`config.mk`:
```
export PLATFORM = sky130hd
export DESIGN_NAME = keyed_wdog
export DESIGN_NICKNAME = d
export VERILOG_FILES = /design/src/rtl/keyed_wdog_pkg.sv /design/src/rtl/wdog_unlock.sv /design/src/rtl/wdog_cfg.sv /design/src/rtl/wdog_counter.sv /design/src/rtl/keyed_wdog.sv
export SDC_FILE = /design/constraint.sdc
export NUM_CORES = 1
export LEC_CHECK = 0
export BUFFER_PORTS_ARGS = -buffer_cell sky130_fd_sc_hd__buf_2
export CORE_MARGIN = 2
export CORE_UTILIZATION = 30
export CTS_CLUSTER_DIAMETER = 200
export DETAILED_ROUTE_END_ITERATION = 8
export HOLD_SLACK_MARGIN = 0.06
export PLACE_DENSITY_LB_ADDON = 0.05
export SYNTH_ARGS = -nofsm -noshare
export SYNTH_HDL_FRONTEND = slang
export SYNTH_SLANG_ARGS = --single-unit
```
`constraint.sdc`:
```
create_clock -name clk -period 3.2 [get_ports clk]
set_clock_uncertainty 0.1 [all_clocks]
set_input_delay 0.32 -clock clk [delete_from_list [all_inputs] [get_ports clk]]
set_output_delay 0.32 -clock clk [all_outputs]
set_load 0.01 [all_outputs]
```
`src/rtl/keyed_wdog_pkg.sv`:
```
package keyed_wdog_pkg;

    localparam logic [31:0] WD_KEY_VAL  = 32'h0051_F15E;
    localparam logic [31:0] WD_FEED_VAL = 32'h0D09_F00D;

    localparam logic [7:0] OFS_CFG    = 8'h00;
    localparam logic [7:0] OFS_COUNT  = 8'h08;
    localparam logic [7:0] OFS_SCALED = 8'h10;
    localparam logic [7:0] OFS_FEED   = 8'h18;
    localparam logic [7:0] OFS_KEY    = 8'h1C;
    localparam logic [7:0] OFS_CMP    = 8'h20;

    localparam int BIT_RST_EN   = 8;
    localparam int BIT_ZERO_CMP = 9;
    localparam int BIT_EN_ALW   = 12;
    localparam int BIT_EN_AWAKE = 13;
    localparam int BIT_PEND     = 28;

    typedef struct packed {
        logic       rst_en;
        logic       zero_cmp;
        logic       en_always;
        logic       en_awake;
        logic       pend;
        logic [3:0] scale;
    } wd_cfg_t;

endpackage

```
`src/rtl/wdog_unlock.sv`:
```
module wdog_unlock (
    input  logic        clk,
    input  logic        rst_n,
    input  logic        wr_en,
    input  logic        key_sel,
    input  logic [31:0] wdata,
    output logic        unlocked
);
    import keyed_wdog_pkg::*;

    typedef struct packed {
        logic open;
    } lk_state_t;

    lk_state_t st_d, st_q;

    always_comb begin
        st_d = st_q;
        if (wr_en) begin
            st_d.open = key_sel && (wdata == WD_KEY_VAL);
        end
    end

    always_ff @(posedge clk or negedge rst_n) begin
        if (!rst_n) st_q <= '0;
        else        st_q <= st_d;
    end

    assign unlocked = st_q.open;

    // any write to a non-key address spends the key
    a_r2_key_consumed: assert property (@(posedge clk) disable iff (!rst_n)
        (wr_en && !key_sel) |=> !unlocked);

endmodule

```
`src/rtl/wdog_cfg.sv`:
```
module wdog_cfg #(
    parameter int CMP_W   = 16,
    parameter int SCALE_W = 4
) (
    input  logic               clk,
    input  logic               rst_n,
    input  logic               cfg_wr,
    input  logic               cmp_wr,
    input  logic [SCALE_W-1:0] wr_scale,
    input  logic               wr_rst_en,
    input  logic               wr_zero_cmp,
    input  logic               wr_en_always,
    input  logic               wr_en_awake,
    input  logic               wr_pend,
    input  logic [CMP_W-1:0]   wr_cmp,
    input  logic               match,
    output logic [SCALE_W-1:0] scale,
    output logic               rst_en,
    output logic               zero_cmp,
    output logic               en_always,
    output logic               en_awake,
    output logic               pend,
    output logic [CMP_W-1:0]   cmp
);

    typedef struct packed {
        logic [SCALE_W-1:0] scale;
        logic               rst_en;
        logic               zero_cmp;
        logic               en_always;
        logic               en_awake;
        logic               pend;
        logic [CMP_W-1:0]   cmp;
    } cf_state_t;

    cf_state_t st_d, st_q;

    always_comb begin
        st_d = st_q;
        if (cfg_wr) begin
            st_d.scale     = wr_scale;
            st_d.rst_en    = wr_rst_en;
            st_d.zero_cmp  = wr_zero_cmp;
            st_d.en_always = wr_en_always;
            st_d.en_awake  = wr_en_awake;
            st_d.pend      = wr_pend;
        end
        if (cmp_wr) begin
            st_d.cmp = wr_cmp;
        end
        if (match) begin
            st_d.pend = 1'b1;
        end
    end

    always_ff @(posedge clk or negedge rst_n) begin
        if (!rst_n) begin
            st_q     <= '0;
            st_q.cmp <= '1;
        end else begin
            st_q <= st_d;
        end
    end

    assign scale     = st_q.scale;
    assign rst_en    = st_q.rst_en;
    assign zero_cmp  = st_q.zero_cmp;
    assign en_always = st_q.en_always;
    assign en_awake  = st_q.en_awake;
    assign pend      = st_q.pend;
    assign cmp       = st_q.cmp;

    // a match raises the pending flag on the next edge
    a_r8_match_sets_pend: assert property (@(posedge clk) disable iff (!rst_n)
        match |=> pend);

    // the flag only falls through a configuration write
    a_r10_pend_sticky: assert property (@(posedge clk) disable iff (!rst_n)
        (pend && !cfg_wr) |=> pend);

endmodule

```
`src/rtl/wdog_counter.sv`:
```
module wdog_counter #(
    parameter int CNT_W   = 31,
    parameter int CMP_W   = 16,
    parameter int SCALE_W = 4
) (
    input  logic               clk,
    input  logic               rst_n,
    input  logic               tick,
    input  logic               en_always,
    input  logic               en_awake,
    input  logic               core_awake,
    input  logic               feed_clr,
    input  logic               zero_cmp,
    input  logic [SCALE_W-1:0] scale,
    input  logic [CMP_W-1:0]   cmp,
    output logic [CNT_W-1:0]   count,
    output logic [CNT_W-1:0]   scaled,
    output logic               match
);
    localparam int PAD_W = CNT_W - CMP_W;

    typedef struct packed {
        logic [CNT_W-1:0] cnt;
    } ct_state_t;

    ct_state_t st_d, st_q;
    logic      advance;

    assign scaled  = st_q.cnt >> scale;
    assign match   = scaled >= {{PAD_W{1'b0}}, cmp};
    assign advance = tick && (en_always || (en_awake && core_awake));

    always_comb begin
        st_d = st_q;
        if (feed_clr) begin
            st_d.cnt = '0;
        end else if (zero_cmp && match) begin
            st_d.cnt = '0;
        end else if (advance) begin
            st_d.cnt = st_q.cnt + CNT_W'(1);
        end
    end

    always_ff @(posedge clk or negedge rst_n) begin
        if (!rst_n) st_q <= '0;
        else        st_q <= st_d;
    end

    assign count = st_q.cnt;

    // with no tick the counter only moves through a clear
    a_r6_hold_without_tick: assert property (@(posedge clk) disable iff (!rst_n)
        (!tick && !feed_clr && !(zero_cmp && match)) |=> $stable(count));

    // zero-on-match returns the counter to zero
    a_r9_zero_on_match: assert property (@(posedge clk) disable iff (!rst_n)
        (zero_cmp && match) |=> (count == '0));

    // a feed clears the counter
    a_r4_feed_clears: assert property (@(posedge clk) disable iff (!rst_n)
        feed_clr |=> (count == '0));

endmodule

```
`src/rtl/keyed_wdog.sv`:
```
module keyed_wdog #(
    parameter int ADDR_W  = 6,
    parameter int CNT_W   = 31,
    parameter int CMP_W   = 16,
    parameter int SCALE_W = 4
) (
    input  logic              clk,
    input  logic              rst_n,
    input  logic [ADDR_W-1:0] bus_addr,
    input  logic              bus_we,
    input  logic [31:0]       bus_wdata,
    output logic [31:0]       bus_rdata,
    input  logic              tick_en,
    input  logic              core_awake,
    output logic              irq,
    output logic              rst_req
);
    import keyed_wdog_pkg::*;

    logic               sel_cfg, sel_cnt, sel_scl, sel_feed, sel_key, sel_cmp;
    logic               unlocked, wr_ok, feed_clr;
    logic [SCALE_W-1:0] scale;
    logic               rst_en, zero_cmp, en_always, en_awake, pend;
    logic [CMP_W-1:0]   cmp;
    logic [CNT_W-1:0]   count, scaled;
    logic               match;

    assign sel_cfg  = bus_addr == OFS_CFG[ADDR_W-1:0];
    assign sel_cnt  = bus_addr == OFS_COUNT[ADDR_W-1:0];
    assign sel_scl  = bus_addr == OFS_SCALED[ADDR_W-1:0];
    assign sel_feed = bus_addr == OFS_FEED[ADDR_W-1:0];
    assign sel_key  = bus_addr == OFS_KEY[ADDR_W-1:0];
    assign sel_cmp  = bus_addr == OFS_CMP[ADDR_W-1:0];

    assign wr_ok    = bus_we && unlocked;
    assign feed_clr = wr_ok && sel_feed && (bus_wdata == WD_FEED_VAL);

    wdog_unlock u_unlock (
        .clk      (clk),
        .rst_n    (rst_n),
        .wr_en    (bus_we),
        .key_sel  (sel_key),
        .wdata    (bus_wdata),
        .unlocked (unlocked)
    );

    wdog_cfg #(.CMP_W(CMP_W), .SCALE_W(SCALE_W)) u_cfg (
        .clk          (clk),
        .rst_n        (rst_n),
        .cfg_wr       (wr_ok && sel_cfg),
        .cmp_wr       (wr_ok && sel_cmp),
        .wr_scale     (bus_wdata[SCALE_W-1:0]),
        .wr_rst_en    (bus_wdata[BIT_RST_EN]),
        .wr_zero_cmp  (bus_wdata[BIT_ZERO_CMP]),
        .wr_en_always (bus_wdata[BIT_EN_ALW]),
        .wr_en_awake  (bus_wdata[BIT_EN_AWAKE]),
        .wr_pend      (bus_wdata[BIT_PEND]),
        .wr_cmp       (bus_wdata[CMP_W-1:0]),
        .match        (match),
        .scale        (scale),
        .rst_en       (rst_en),
        .zero_cmp     (zero_cmp),
        .en_always    (en_always),
        .en_awake     (en_awake),
        .pend         (pend),
        .cmp          (cmp)
    );

    wdog_counter #(.CNT_W(CNT_W), .CMP_W(CMP_W), .SCALE_W(SCALE_W)) u_counter (
        .clk        (clk),
        .rst_n      (rst_n),
        .tick       (tick_en),
        .en_always  (en_always),
        .en_awake   (en_awake),
        .core_awake (core_awake),
        .feed_clr   (feed_clr),
        .zero_cmp   (zero_cmp),
        .scale      (scale),
        .cmp        (cmp),
        .count      (count),
        .scaled     (scaled),
        .match      (match)
    );

    always_comb begin
        bus_rdata = '0;
        if (sel_cfg) begin
            bus_rdata[SCALE_W-1:0]  = scale;
            bus_rdata[BIT_RST_EN]   = rst_en;
            bus_rdata[BIT_ZERO_CMP] = zero_cmp;
            bus_rdata[BIT_EN_ALW]   = en_always;
            bus_rdata[BIT_EN_AWAKE] = en_awake;
            bus_rdata[BIT_PEND]     = pend;
        end else if (sel_cnt) begin
            bus_rdata[CNT_W-1:0] = count;
        end else if (sel_scl) begin
            bus_rdata[CNT_W-1:0] = scaled;
        end else if (sel_key) begin
            bus_rdata[0] = unlocked;
        end else if (sel_cmp) begin
            bus_rdata[CMP_W-1:0] = cmp;
        end
    end

    assign irq     = pend;
    assign rst_req = pend && rst_en;

    // a compare write without the key changes nothing
    a_r3_locked_cmp: assert property (@(posedge clk) disable iff (!rst_n)
        (bus_we && !unlocked && sel_cmp) |=> $stable(cmp));

    // no reset request without a pending flag
    a_r11_req_needs_pend: assert property (@(posedge clk) disable iff (!rst_n)
        rst_req |-> irq);

endmodule

```
-- After elaboration in Yosys (flattened, before gate mapping)
Index checks and enable logic that the tools add are counted.
- muxes and demuxes: 19
- multipliers: 0
- add/subtract/negate cells: 1
- shift operators: 1
- equality and inequality tests: 7
- order comparisons: 1
- bitwise gates (word level): 0
- div/mod/pow operators: 0
- reduce and logical (&&, ||, !) cells: 14
- operator list (kind ; number):
    31-bit 2-to-1 mux ; 4
    32-bit by 23-bit == test with 1-bit output (second input constant) ; 1
    32-bit by 28-bit == test with 1-bit output (second input constant) ; 1
    16-bit 2-to-1 mux ; 2
    31-bit by 1-bit adder with 31-bit output (second input constant) ; 1
    31-bit by 16-bit >= comparator with 1-bit output ; 1
    31-bit by 4-bit right shift with 31-bit output ; 1
    15-bit 2-to-1 mux ; 2
    6-bit by 5-bit == test with 1-bit output (second input constant) ; 3
    14-bit 2-to-1 mux ; 1
    1-bit logical AND ; 10
    2-bit 2-to-1 mux ; 4
    4-bit 2-to-1 mux ; 2
    6-bit by 4-bit == test with 1-bit output (second input constant) ; 1
    6-bit == test (second input constant) ; 1
    6-bit zero test ; 1
    1-bit 2-to-1 mux ; 4
    3-bit nonzero test ; 1
    2-bit nonzero test ; 1
    1-bit logical OR ; 1
- output and inout port bits: 34
- bits of input ports: 43
- ROM bits: 0
- memories kept: 0
- word-level logic and storage cells: 52
- latch bits: 0
- register bits: 57
- bits in writable memories: 0

-- Logic depth before layout (Yosys ltp)
Gate-level depths: netlist (run 1).
- depth after elaboration: 6
- gate-level depth with buffers: 17
- gate-level depth less buffers: 12

-- Modules after synthesis
Synthesis (run 1) repeated with hierarchy kept, for this count alone.
- cell total of the unflattened synthesis: 661
- area, all modules: 5934.4 um^2
- modules (own cells, without submodules) (module ; cells each ; instances ; area an instance (um^2) ; sequential area each (um^2)):
    wdog_counter ; 477 ; 1 ; 4058.9 ; 775.7
    wdog_cfg ; 54 ; 1 ; 1007.2 ; 645.6
    keyed_wdog ; 116 ; 1 ; 716.9 ; 0.0
    wdog_unlock ; 14 ; 1 ; 151.4 ; 25.0

-- Least setup slack after synthesis (run 1)
No wires, ideal clock.
- kind: flip-flop to flip-flop
- from: register u_cfg.st_q (netlist bit u_cfg.scale[0])
- to: register u_counter.st_q (netlist bit u_counter.count[0])
- stages on the path, launching flop included: 16
- arrival: 3.092 ns
- data required time: 3.030 ns
- clock period less this slack: 3.262 ns
- buffers on the path: 4
- path slack: -0.062 ns
- setup time: 0.070 ns
- cell sequence: dfrtp_1 buf_4 buf_2 buf_2 mux4_2 mux2_2 nor2_1 a31oi_1 ha_1 a211oi_1 o211ai_1 o211ai_1 and4_1 a41oi_4 buf_6 nor2_2
- word-level cells in the longest chain between the ends: 5
- elaborated cells on any way between the ends: 6
- those cells by class: order compare: 1; shift: 1; mux: 2; reduce/logical: 2
- ends and longest elaborated chain (what ; RTL line ; text):
    start, declared ; wdog_cfg.sv:36 ; cf_state_t st_d, st_q;
    start signal, assigned ; wdog_cfg.sv:61 ; st_q <= st_d;
    31-bit by 4-bit right shift with 31-bit output * ; wdog_counter.sv:29 ; assign scaled = st_q.cnt >> scale;
    31-bit by 16-bit >= comparator with 1-bit output * ; wdog_counter.sv:30 ; assign match = scaled >= {{PAD_W{1'b0}}, cmp};
    1-bit logical AND * ; wdog_counter.sv:37 ; end else if (zero_cmp && match) begin
    31-bit 2-to-1 mux ; wdog_counter.sv:37 ;
    31-bit 2-to-1 mux ; wdog_counter.sv:35 ; if (feed_clr) begin
    end signal, assigned ; wdog_counter.sv:46 ; else st_q <= st_d;
    end, declared ; wdog_counter.sv:26 ; ct_state_t st_d, st_q;
Mark *: on every way between the ends. The rest lies on a longest branch, timed or not.
A chain may end at the register's enable or synchronous reset.

-- Final worst setup path (run 1)
- from: register u_cfg.st_q (netlist bit u_cfg.scale[1])
- to: output port bus_rdata[12]
- word-level cells in the longest chain between the ends: 4
- ends and longest elaborated chain (what ; RTL line ; text):
    31-bit by 4-bit right shift with 31-bit output ; wdog_counter.sv:29 ;
    16-bit 2-to-1 mux ; keyed_wdog.sv:96 ; end else if (sel_scl) begin
    31-bit 2-to-1 mux ; keyed_wdog.sv:94 ; end else if (sel_cnt) begin
    2-bit 2-to-1 mux ; keyed_wdog.sv:87 ; if (sel_cfg) begin
    end, declared ; keyed_wdog.sv:12 ; output logic [31:0] bus_rdata,
No other way between the ends.

==> results by group, run 1 <==
Layout
  • Footprint of the multi-input gates: 0.00403 mm2
  • Synthesis-to-layout area growth: 33.5%
  • Post-Layout Cell Count: 1045
  • Design Area, Final: 0.00766 mm2
  • Fillers: 1880
  • Fin nets: 865
  • Storage cell area: 0.00145 mm2
  • Fraction of layout cells with a size suffix above 1: 0.444
  • Finished Core Util: 0.409

Routing
  • Via count: 5693
  • DRT antenna net count: 0
  • Vias/cell: 5.45
  • Post-DR wirelength/cell: 21.1 um
  • Starting DRT DRC Count: 397
  • DRC viols: 0
  • Routed WL: 22100 um
  • Drt first pass iters: 5

Clock network
  • CTS tree: yes
  • Worst-path clk slew: 0.05 ns
  • CTS Buf Count: 9
  • Clk buf depth: 2
  • Root buffer cell: clkbuf_16
  • Worst-Skew Late Latency: 0.34 ns
  • Clk sinks: 57
  • CTS H-tree lvls: 3

Min path
  • Hold Crit Class: primary input to flop

Worst setup path
  • WP data required: 2.78 ns
  • CP Max Fanout: 4
  • Element type at the critical path end: primary output
  • CP Launch Type: flop
  • WP data arrival: 2.97 ns
  • Crit path kind: flop to primary output

Timing
  • Final min period: 3.39 ns
  • Crit share post-route: 1.06
  • Fin. max-slew vios: 0
  • Fmax: 295 MHz
  • Worst-margin pin slew: 0.803 ns
  • Setup WS post-layout: -0.195 ns
  • Fin. Hold Viols: 0
  • RSZ-0062 raised after global routing: yes
  • Slew headroom: 0.460
  • Final setup vio count: 33

Run
  • Max-Cap Viols: 0

Logic synthesis
  • Yosys top cell area share: 0.179
  • YS warnings: 0
  • Synthesized area: 0.00574 mm2
  • Seq/Total Area, Yosys: 0.252
  • Post-synth cell types: 69
  • Top post-synthesis cells by area: dfrtp_1 (18%), mux4_2 (7.5%), dfstp_2 (7.3%)
  • Async S/R FF share, synth: 1.00
  • Yosys reg bits: 57
  • Post-Syn Instances: 658
  • Top cell type by total area after synthesis: dfrtp_1
  • Syn Nets: 718
  • Ys flop type: dfrtp_1
  • Post-Synthesis Mean Instance Area: 8.72 um2
  • EDFF count, synth: 0

Placed design
  • Placed Instances: 1014
  • Port-buffer cells: 75
  • Placed Area: 0.00696 mm2
  • RePlAce Congestion: 0.903
  • DPL Wire Length: 17000 um

GRT
  • Initial antenna violation count: 1
  • Gr ovfl total: 0
  • Gr usage total: 0.224
  • Vias in the first global route: 5762
  • Largest net degree at the start of global routing: 32
  • First-pass GRT wire length: 34200 um

Die
  • IO Pins: 77
  • Rows: 50
  • Core area: 0.0187 mm2
  • Die Width: 142 um
  • Chip height: 142 um
  • Die area: 0.0202 mm2
  • Initial Util: 0.307

Outcome
  • Failing checks: setup timing
  • Status: complete, but fails checks

Power and ir drop
  • Power Dens Cells: 272 mW/mm2
  • Leakage power: 3.46 nW
  • Total power: 2.08 mW
  • Max IR drop VDD: 0.225 mV
==> timing repair <==
action	in CTS	in global routing
hold buffers	1	0
pin swaps	10	14
setup buffers	11	5
hold endpoints to repair	15	0
gates resized for setup	39	32
gates cloned	1	0
setup endpoints to repair	37	38
==> metrics by stage <==
step	setup WS [ns]	TNS (ns)	hold WS, ns
2_1_floorplan	0.0101	0	-0.0756
3_3_place_gp	-0.212	-6.05	0.300
3_5_place_dp	-0.277	-8.24	0.296
4_1_cts	-0.187	-5.40	0.0984
5_1_grt	-0.256	-7.65	0.119
6_report	-0.195	-2.91	0.108
==> sequential cells by signal (all words and copies together), names as in the netlist <==
register	flops
u_cfg.scale	4
u_cfg.en_always	1
u_cfg.pend	1
u_cfg.en_awake	1
u_counter.count	31
u_unlock.unlocked	1
u_cfg.cmp	16
u_cfg.rst_en	1
u_cfg.zero_cmp	1
==> layout by cell type, fill, tap and decap left out, types with 4 or more instances in the layout <==
| cell type | synthesis | routed |
|---|---|---|
| nand4_1 | 26 | 26 |
| a211oi_2 | 2 | 4 |
| nor2_4 | 0 | 10 |
| buf_4 | 6 | 119 |
| nor2_2 | 30 | 28 |
| o22ai_1 | 4 | 4 |
| nor2_1 | 25 | 17 |
| a22oi_1 | 5 | 5 |
| and3_1 | 13 | 13 |
| dfstp_2 | 16 | 16 |
| a22o_1 | 10 | 10 |
| mux4_2 | 19 | 22 |
| clkbuf_16 | 0 | 10 |
| a222oi_1 | 6 | 6 |
| dfrtp_1 | 41 | 39 |
| nand3_1 | 13 | 12 |
| inv_1 | 27 | 27 |
| o21ai_0 | 27 | 24 |
| buf_2 | 15 | 75 |
| xnor2_1 | 27 | 27 |
| nand2_1 | 95 | 95 |
| mux2_2 | 23 | 20 |
| nor2b_1 | 6 | 6 |
| a21o_1 | 9 | 9 |
| nor3_1 | 6 | 5 |
| mux2i_1 | 32 | 27 |
| ha_1 | 17 | 16 |
| buf_6 | 7 | 7 |
| and2_1 | 13 | 12 |
| mux2_4 | 1 | 4 |
| and4_1 | 7 | 6 |
| a21oi_1 | 31 | 20 |
| a21oi_2 | 0 | 11 |
==> power by group <==
part | switching [mW] | leakage [nW] | internal, mW
logic | 0.120 | 2.60 | 0.0765
registers | 0.00269 | 0.690 | 0.726
clock network | 0.363 | 0.173 | 0.792
total | 0.486 | 3.46 | 1.59
==> area by class of cell <==
cell class	count	area share
multi-input combinational	504	0.527
sequential	57	0.189
timing repair buffer	205	0.185
tap	234	0.0382
clock buffer	13	0.0381
inverter	28	0.0141
clock inverter	3	0.00882
antenna	1	0.000327
==> worst max-delay path, cell delays in order, from the launching register on <==
cell and delay (ns):
dfrtp_2 0.42, buf_6 0.13, mux4_2 0.50, mux2_4 0.31
buf_6 0.12, nor2_4 0.08, a21oi_2 0.05, a222oi_1 0.63
buf_4 0.23, a21oi_2 0.03, buf_2 0.14
==> path summary, 6_finish.rpt <==
kind | startpoint | endpoint | slack [ns] | depth (start not counted)
worst min-delay path | bus_wdata[2] | u_cfg.scale[2]$_DFFE_PN0P_ | 0.11 | 3
worst max-delay path | u_cfg.scale[1]$_DFFE_PN0P_ | bus_rdata[12] | -0.19 | 10
min in group asynchronous | rst_n | u_counter.count[23]$_DFFE_PN0P_ | 0.45 | 2
worst min register to register | u_cfg.rst_en$_DFFE_PN0P_ | u_cfg.rst_en$_DFFE_PN0P_ | 0.47 | 2
max in group asynchronous | rst_n | u_cfg.cmp[9]$_DFFE_PN1P_ | 1.68 | 3
worst max register to register | u_cfg.scale[1]$_DFFE_PN0P_ | u_counter.count[9]$_DFFE_PN0P_ | -0.10 | 14
==> metal layers <==
metal	vias up	track usage	wire length [um]
li1	2665	-	-
met1	2812	0.310	10200
met2	183	0.352	10200
met3	33	0.0387	1250
met4	0	0.0784	442
met5	-	0	0
==> kinds of logic after synthesis <==
group,count (synthesis),share of synthesized area
XOR/XNOR,30,0.0458
buffers and inverters,97,0.0820
multiplexers,80,0.201
AND/OR/NAND/NOR,251,0.227
AO/OA/AOI/OAI,125,0.154
other,1,0.000654
flip-flops,57,0.252
adder cells (fa/ha/maj),17,0.0371
==> Yosys cell counts (3+ instances only) <==
library cell and instances:
nor2b_1 6, o22ai_1 4, a21oi_1 31, nor2_1 25, dfstp_2 16, mux2i_1 32, a31oi_1 5, buf_4 6
mux4_2 19, xnor2_1 27, and4_1 7, mux4_1 5, o21a_1 3, clkbuf_1 37, mux2_2 23, nand4_1 26
nand2_1 95, a22oi_1 5, nor3_1 6, buf_6 7, inv_1 27, o21ai_0 27, a211o_1 3, a211oi_1 3
a22o_1 10, nand3_1 13, nor2_2 30, ha_1 17, buf_2 15, a222oi_1 6, dfrtp_1 41, a21o_1 9
xor2_1 3, and2_1 13, and3_1 13
(Power assumes the default switching activity.)
==> inputs of run 2 (changes only) <==
- CORE_UTILIZATION: 30 -> 54
- MAX_ROUTING_LAYER: not set -> met4
==> run 2 against run 1 <==
Largest power group is now sequential cells; worst setup slack worse by 0.057 ns; critical path depth is 7 higher; count of clock-buffer cells in the layout is 2 lower; the run still ends with setup timing left; cell count is 9.9% lower; power is 19% lower; combinational power is 19% higher.
==> results by group, run 2 (synthesized netlist as in run 1, its figures left out) <==
Die
  • Rows: 37 (-26%)
  • Chip height: 107 um (-25%)
  • Die Width: 107 um (-25%)
  • Initial Util: 0.556 (+0.249)
  • Die area: 0.0115 mm2 (-43%)
  • Core area: 0.0103 mm2 (-45%)
  • IO Pins: 77 (unchanged)

Clock network
  • Root buffer cell: clkbuf_8
  • CTS H-tree lvls: 3 (unchanged)
  • Worst-path clk slew: 0.07 ns (+0.02 ns)
  • CTS tree: yes
  • Clk sinks: 57 (unchanged)
  • Clk buf depth: 2 (unchanged)
  • Worst-Skew Late Latency: 0.36 ns (+0.02 ns)
  • CTS Buf Count: 9 (unchanged)

Placed design
  • Post-place setup slack: -0.231 ns (+0.0459 ns)
  • RePlAce Congestion: 1.00 (+11%)
  • Port-buffer cells: 75 (unchanged)
  • DPL Wire Length: 15100 um (-11%)
  • Placed Area: 0.00676 mm2 (-2.9%)

Worst setup path
  • Max stage delay cell, worst path: dfrtp_2
  • WP data required: 3.39 ns (+0.61 ns)
  • Reg-to-Reg End: u_counter.count[3]$_DFFE_PN0P_
  • Reg2Reg Depth: 17 (+3)
  • Worst reg-to-reg setup slack: -0.25 ns (-0.15 ns)
  • WP data arrival: 3.64 ns (+0.67 ns)
  • Element type at the critical path end: flop
  • CP Max Fanout: 7 (+3)
  • CP bufs+invs: 5 (+1)
  • Crit path kind: flop to flop
  • CP peak stage delay: 0.44 ns (-0.19 ns)
  • Top Family by Delay on Critical Path: compound AO/OA/AOI/OAI gates
  • Critical path, cell by cell: buf_12 > buf_8 > buf_4 > mux2i_4 > mux2_4 > nor2_1 > a211oi_2 > a21oi_1 > ha_1 > a211oi_2 > o211ai_1 > o211ai_1 > and4_4 > a41oi_4 > buf_12 > clkbuf_16 > nor2_2
  • Critical R2R Launch: u_cfg.scale[1]$_DFFE_PN0P_
  • CP Launch Type: flop

Outcome
  • Failing checks: setup timing
  • Status: complete, but fails checks

Min path
  • Hold endpoint: u_cfg.en_awake$_DFFE_PN0P_
  • Hold Path Depth: 3 (unchanged)
  • Hold Crit Class: primary input to flop
  • Hold Path Origin: bus_wdata[13]

GRT
  • Vias in the first global route: 5834 (+1.2%)
  • Largest net degree at the start of global routing: 33 (+3.1%)
  • Met3 usage: 0.0529 (+0.0142)
  • Initial antenna violation count: 0 (-1)
  • GRT busiest layer: met2
  • Gr ovfl total: 0 (unchanged)
  • First-pass GRT wire length: 31800 um (-7.1%)
  • Gr usage total: 0.372 (+0.148)
  • Met2 GRT Util: 0.572 (+0.220)
  • Met1 GRT Util: 0.502 (+0.192)

Routing
  • Routed WL: 21000 um (-4.9%)
  • Via count: 6039 (+6.1%)
  • Drt first pass iters: 6 (+1)
  • Vias/cell: 6.41 (+18%)
  • Post-DR wirelength/cell: 22.3 um (+5.5%)
  • DRC viols: 0 (unchanged)
  • DRT antenna net count: 0 (unchanged)
  • Starting DRT DRC Count: 619 (+56%)

Layout
  • ANT cells: 0 (-1)
  • Synthesis-to-layout area growth: 31.1%
  • Most frequent cells in the layout: buf_4 (114), nand2_1 (95), buf_2 (75)
  • Most common cell after layout, fill and taps aside: buf_4
  • Fillers: 744 (-60%)
  • Design Area, Final: 0.00752 mm2 (-1.8%)
  • Max FFs per register: 31 (unchanged)
  • Fraction of layout cells with a size suffix above 1: 0.444 (about the same)
  • Fin nets: 861 (-0.46%)

Timing
  • Fmax: 290 MHz (-1.6%)
  • Slew headroom: 0.396 (-0.0637)
  • Setup WS post-layout: -0.251 ns (-0.0566 ns)
  • Fin. max-slew vios: 0 (unchanged)
  • Worst-margin pin slew: 0.904 ns (+0.100 ns)
  • Crit share post-route: 1.08 (+0.0177)
  • Final min period: 3.45 ns (+0.0566 ns)
  • Fin. Hold Viols: 0 (unchanged)
  • RSZ-0062 raised after global routing: yes
  • Final setup vio count: 31 (-6.1%)

Power and ir drop
  • Leakage power: 3.40 nW (-1.9%)
  • Max IR drop VDD: 0.271 mV (+20%)
  • Power Dens Cells: 224 mW/mm2 (-18%)

Run
  • Max-Cap Viols: 0 (unchanged)
-- run 2: cell types whose count changed in the layout (fill, tap and decap cells not counted), moves of 3 or more --
cell / previous run / this run
buf_12: 2 / 5
buf_4: 119 / 114
buf_6: 7 / 2
clkbuf_16: 10 / 1
clkbuf_8: 3 / 11
clkinv_2: 0 / 3
nor2_2: 28 / 15
nor2_4: 10 / 21
-- run 2: repair_timing --
action | in CTS | in global routing
endpoints found under the setup margin | 31 | 36
hold endpoints to repair | 9 | 0
gates cloned | 2 | 1
buffers inserted | 11 | 8
hold buffers | 1 | 0
pin swaps | 21 | 23
resized for setup | 42 | 39
-- run 2: cell type report --
| cell class | count | area [um2] | area share |
|---|---|---|---|
| multi-input combinational | 504 | 4130 | 0.549 |
| timing repair buffer | 201 | 1460 | 0.194 |
| sequential | 57 | 1450 | 0.193 |
| tap | 136 | 170 | 0.0226 |
| clock buffer | 11 | 151 | 0.0201 |
| inverter | 28 | 105 | 0.0140 |
| clock inverter | 5 | 53.8 | 0.00715 |
-- run 2: worst max path at each step --
stage,from,endpoint,cells past startpoint
floorplan,u_cfg.scale[1]$_DFFE_PN0P_,u_counter.count[0]$_DFFE_PN0P_,14
finish,u_cfg.scale[1]$_DFFE_PN0P_,u_counter.count[3]$_DFFE_PN0P_,17
global route,u_cfg.scale[1]$_DFFE_PN0P_,u_counter.count[3]$_DFFE_PN0P_,17
global placement,u_cfg.scale[1]$_DFFE_PN0P_,u_counter.count[14]$_DFFE_PN0P_,15
detailed placement,u_cfg.scale[1]$_DFFE_PN0P_,u_counter.count[14]$_DFFE_PN0P_,15
CTS,u_cfg.scale[1]$_DFFE_PN0P_,u_counter.count[5]$_DFFE_PN0P_,15
-- run 2: metal layers --
| metal | part of all wire | wire length, um |
|---|---|---|
| met5 | 0 | 0 |
| met3 | 0.085 | 1800 |
| met4 | 0.035 | 733 |
| met2 | 0.47 | 9900 |
| met1 | 0.41 | 8590 |
-- run 2: worst reg2reg max path, stage by stage (launching register included) --
cell	delay, ns
dfrtp_2	0.44
buf_12	0.15
buf_8	0.13
buf_4	0.15
mux2i_4	0.18
mux2_4	0.18
nor2_1	0.06
a211oi_2	0.28
a21oi_1	0.10
ha_1	0.23
a211oi_2	0.22
o211ai_1	0.12
o211ai_1	0.20
and4_4	0.26
a41oi_4	0.13
buf_12	0.19
clkbuf_16	0.16
nor2_2	0.11
-- run 2: metrics by stage --
stage	TNS (ns)	cells	power, mW	hold slack, ns	utilization
after floorplan	0	658	0.826	-0.0756	-
after global placement	-5.59	904	0.898	0.291	0.655
after detailed placement	-6.52	904	0.903	0.307	0.655
after CTS	-4.33	933	1.66	0.101	0.702
after global routing	-10.17	942	1.74	0.113	0.729
final	-6.06	942	1.68	0.104	0.729
-- run 2: report_power, final --
group	switching [mW]	total (mW)	internal [mW]
logic	0.131	0.234	0.104
clock network	0.319	0.718	0.399
registers	0.00566	0.730	0.725
==> inputs of run 3 (changes only) <==
- CELL_PAD_IN_SITES_DETAIL_PLACEMENT: not set -> 1
- CELL_PAD_IN_SITES_GLOBAL_PLACEMENT: not set -> 1
- CORE_UTILIZATION: 54 -> 41
- CTS_CLUSTER_DIAMETER: 200 -> not set
- PLACE_DENSITY: not set -> 0.77
- PLACE_DENSITY_LB_ADDON: 0.05 -> not set
==> run 3 against run 2 <==
The run still ends with setup timing left; cell count grew 5.0%; clock power grew 38%; via count shrank 1.3%; register-to-register slack lost 0.06 ns; worst setup slack lost 0.059 ns; critical path depth shrank 2; critical endpoint is now u_counter.count[8]$_DFFE_PN0P_; largest cell class unchanged; largest power group is now the clock network.
==> results by group, run 3 (synthesized netlist as in run 1, its figures left out) <==
Routing
  • Via count: 5961 (-1.3%)
  • Starting DRT DRC Count: 517 (-16%)
  • Routed WL: 23400 um (+11%)
  • Vias/cell: 6.03 (-6.0%)
  • Post-DR wirelength/cell: 23.7 um (+6.1%)
  • DRC viols: 0 (unchanged)
  • DRT antenna net count: 0 (unchanged)
  • Drt first pass iters: 5 (-1)

Die
  • IO Pins: 77 (unchanged)
  • Initial Util: 0.417 (-0.139)
  • Die area: 0.0150 mm2 (+30%)
  • Core area: 0.0138 mm2 (+33%)
  • Rows: 43 (+16%)
  • Die Width: 122 um (+14%)
  • Chip height: 122 um (+14%)

Timing
  • Setup WS post-layout: -0.311 ns (-0.0592 ns)
  • Crit share post-route: 1.10 (+0.0185)
  • Worst-margin pin slew: 0.902 ns (-0.00149 ns)
  • Final min period: 3.51 ns (+0.0592 ns)
  • Fin. Hold Viols: 0 (unchanged)
  • RSZ-0062 raised after global routing: yes
  • Slew headroom: 0.396 (about the same)
  • Fmax: 285 MHz (-1.7%)
  • Final TNS setup: -9.49 ns (-3.44 ns)
  • Fin. max-slew vios: 0 (unchanged)
  • Final setup vio count: 34 (+9.7%)

Clock network
  • CTS H-tree lvls: 3 (unchanged)
  • Clk buf depth: 2 (unchanged)
  • CTS tree: yes
  • Root buffer cell: clkbuf_16
  • Worst-path clk slew: 0.06 ns (about the same)
  • Worst-Skew Late Latency: 0.35 ns (about the same)
  • Clk sinks: 57 (unchanged)
  • CTS Buf Count: 9 (unchanged)

GRT
  • Gr usage total: 0.329 (-0.0431)
  • Initial antenna violation count: 0 (unchanged)
  • First-pass GRT wire length: 35600 um (+12%)
  • Gr ovfl total: 0 (unchanged)
  • Vias in the first global route: 6124 (+5.0%)
  • Largest net degree at the start of global routing: 34 (+3.0%)

Layout
  • Fin nets: 864 (+0.35%)
  • ANT cells: 0 (unchanged)
  • Max FFs per register: 31 (unchanged)
  • Most common cell after layout, fill and taps aside: buf_4
  • Fillers: 1665 (+120%)
  • Synthesis-to-layout area growth: 33.2%
  • Fraction of layout cells with a size suffix above 1: 0.433 (-0.0115)
  • Footprint of the multi-input gates: 0.00410 mm2 (-0.88%)
  • Finished Core Util: 0.555 (-0.174)
  • Storage cell area: 0.00145 mm2 (unchanged)
  • Most frequent cells in the layout: buf_4 (116), nand2_1 (95), buf_2 (75)

Worst setup path
  • Element type at the critical path end: flop
  • CP Launch Type: flop
  • Crit path kind: flop to flop
  • CP Max Fanout: 8 (+1)
  • Reg2Reg Depth: 15 (-2)
  • WP data arrival: 3.69 ns (+0.05 ns)
  • WP data required: 3.38 ns (about the same)
  • Worst reg-to-reg setup slack: -0.31 ns (-0.06 ns)
  • Critical R2R Launch: u_cfg.scale[1]$_DFFE_PN0P_
  • Reg-to-Reg End: u_counter.count[8]$_DFFE_PN0P_

Placed design
  • Port-buffer cells: 75 (unchanged)
  • Post-place setup slack: -0.298 ns (-0.0676 ns)
  • DPL Wire Length: 17100 um (+13%)
  • RePlAce Congestion: 0.985 (-1.8%)

Power and ir drop
  • Leakage power: 3.44 nW (+1.4%)
  • Power Dens Cells: 259 mW/mm2 (+16%)
  • Int Pwr: 1.46 mW (+19%)
  • Seq pwr share: 0.368 (-0.066)
  • Total power: 1.98 mW (+18%)
  • Max IR drop VDD: 0.291 mV (+7.4%)
  • Comb power frac: 0.131 (-0.008)
  • Sw frac: 0.265 (-0.00492)
  • Switching power: 526 uW (+16%)
  • Power share of the clock group: 0.501 (+0.074)

Min path
  • Hold endpoint: u_cfg.cmp[15]$_DFFE_PN1P_
  • Hold Crit Class: primary input to flop
  • Hold Path Depth: 2 (-1)
  • Hold Path Origin: bus_wdata[15]

Outcome
  • Failing checks: setup timing
  • Status: complete, but fails checks

Run
  • Max-Cap Viols: 0 (unchanged)
==> run 3: changes by cell type in the layout (fill, tap and decap cells not counted), moves of 3 or more <==
cell       change
mux2i_2        +4
nor2_4        +11
o21ai_1        -3
nor2_2        -13
a21oi_1        +6
o21ai_0        +4
mux2i_4        -3
a21oi_2        -6
clkbuf_8      -10
clkbuf_16      +8
buf_6          +3
==> run 3: timing repair <==
item	in CTS	in global routing
endpoints found under the setup margin	36	36
endpoints found under the hold margin	24	0
hold buffers	1	0
pin swaps	38	17
cloned	3	0
resized for setup	39	35
setup buffers	8	4
==> run 3: layout make-up <==
| type | count | area share |
|---|---|---|
| Clock buffer | 11 | 0.0318 |
| Clock inverter | 5 | 0.00704 |
| Inverter | 28 | 0.0138 |
| Multi-Input combinational cell | 504 | 0.536 |
| Sequential cell | 57 | 0.190 |
| Tap cell | 180 | 0.0295 |
| Timing Repair Buffer | 204 | 0.192 |
==> run 3: per-stage QoR <==
stage	instance area, um2	std cells	hold slack [ns]
2_1_floorplan	5750	658	-0.0756
3_3_place_gp	6880	958	0.242
3_5_place_dp	6880	958	0.264
4_1_cts	7480	986	0.117
5_1_grt	7640	989	0.138
6_report	7640	989	0.122
==> run 3: worst max-delay path: stages (launching register included) <==
cell	delay [ns]
dfrtp_2	0.45
buf_4	0.14
mux4_2	0.53
and2_1	0.18
a31o_2	0.23
nor2_2	0.10
a31oi_2	0.07
ha_2	0.24
a211oi_2	0.21
o211ai_1	0.13
o211ai_1	0.25
and4_4	0.27
a41oi_4	0.11
buf_6	0.17
buf_12	0.16
nor2_4	0.08
==> run 3: metal layers <==
metal	vias up	track usage	routed length (um)
met2	235	0.521	11500
met4	0	0.112	643
met3	53	0.0446	1300
met5	-	-	0
met1	3012	0.435	10000
li1	2661	-	-
==> run 3: how the worst max path moves through the flow <==
| stage | startpoint | to | slack [ns] | cells after the start |
|---|---|---|---|---|
| final | u_cfg.scale[1]$_DFFE_PN0P_ | u_counter.count[8]$_DFFE_PN0P_ | -0.31 | 15 |
| after detailed placement | u_cfg.scale[1]$_DFFE_PN0P_ | u_counter.count[14]$_DFFE_PN0P_ | -0.30 | 14 |
| after global placement | u_cfg.scale[1]$_DFFE_PN0P_ | u_counter.count[14]$_DFFE_PN0P_ | -0.25 | 14 |
| after floorplan | u_cfg.scale[1]$_DFFE_PN0P_ | u_counter.count[0]$_DFFE_PN0P_ | 0.01 | 14 |
| after global routing | u_cfg.scale[1]$_DFFE_PN0P_ | u_counter.count[18]$_DFFE_PN0P_ | -0.40 | 15 |
| after CTS | u_cfg.scale[1]$_DFFE_PN0P_ | u_counter.count[8]$_DFFE_PN0P_ | -0.28 | 14 |
==> run 3: power by group through the flow <==
stage	clock network, mW	logic [mW]	registers (mW)
6_report	0.994	0.260	0.729
5_1_grt	1.02	0.274	0.728
4_1_cts	1.00	0.245	0.728
3_5_place_dp	0	0.168	0.740
3_3_place_gp	0	0.162	0.740
2_1_floorplan	0	0.0862	0.740
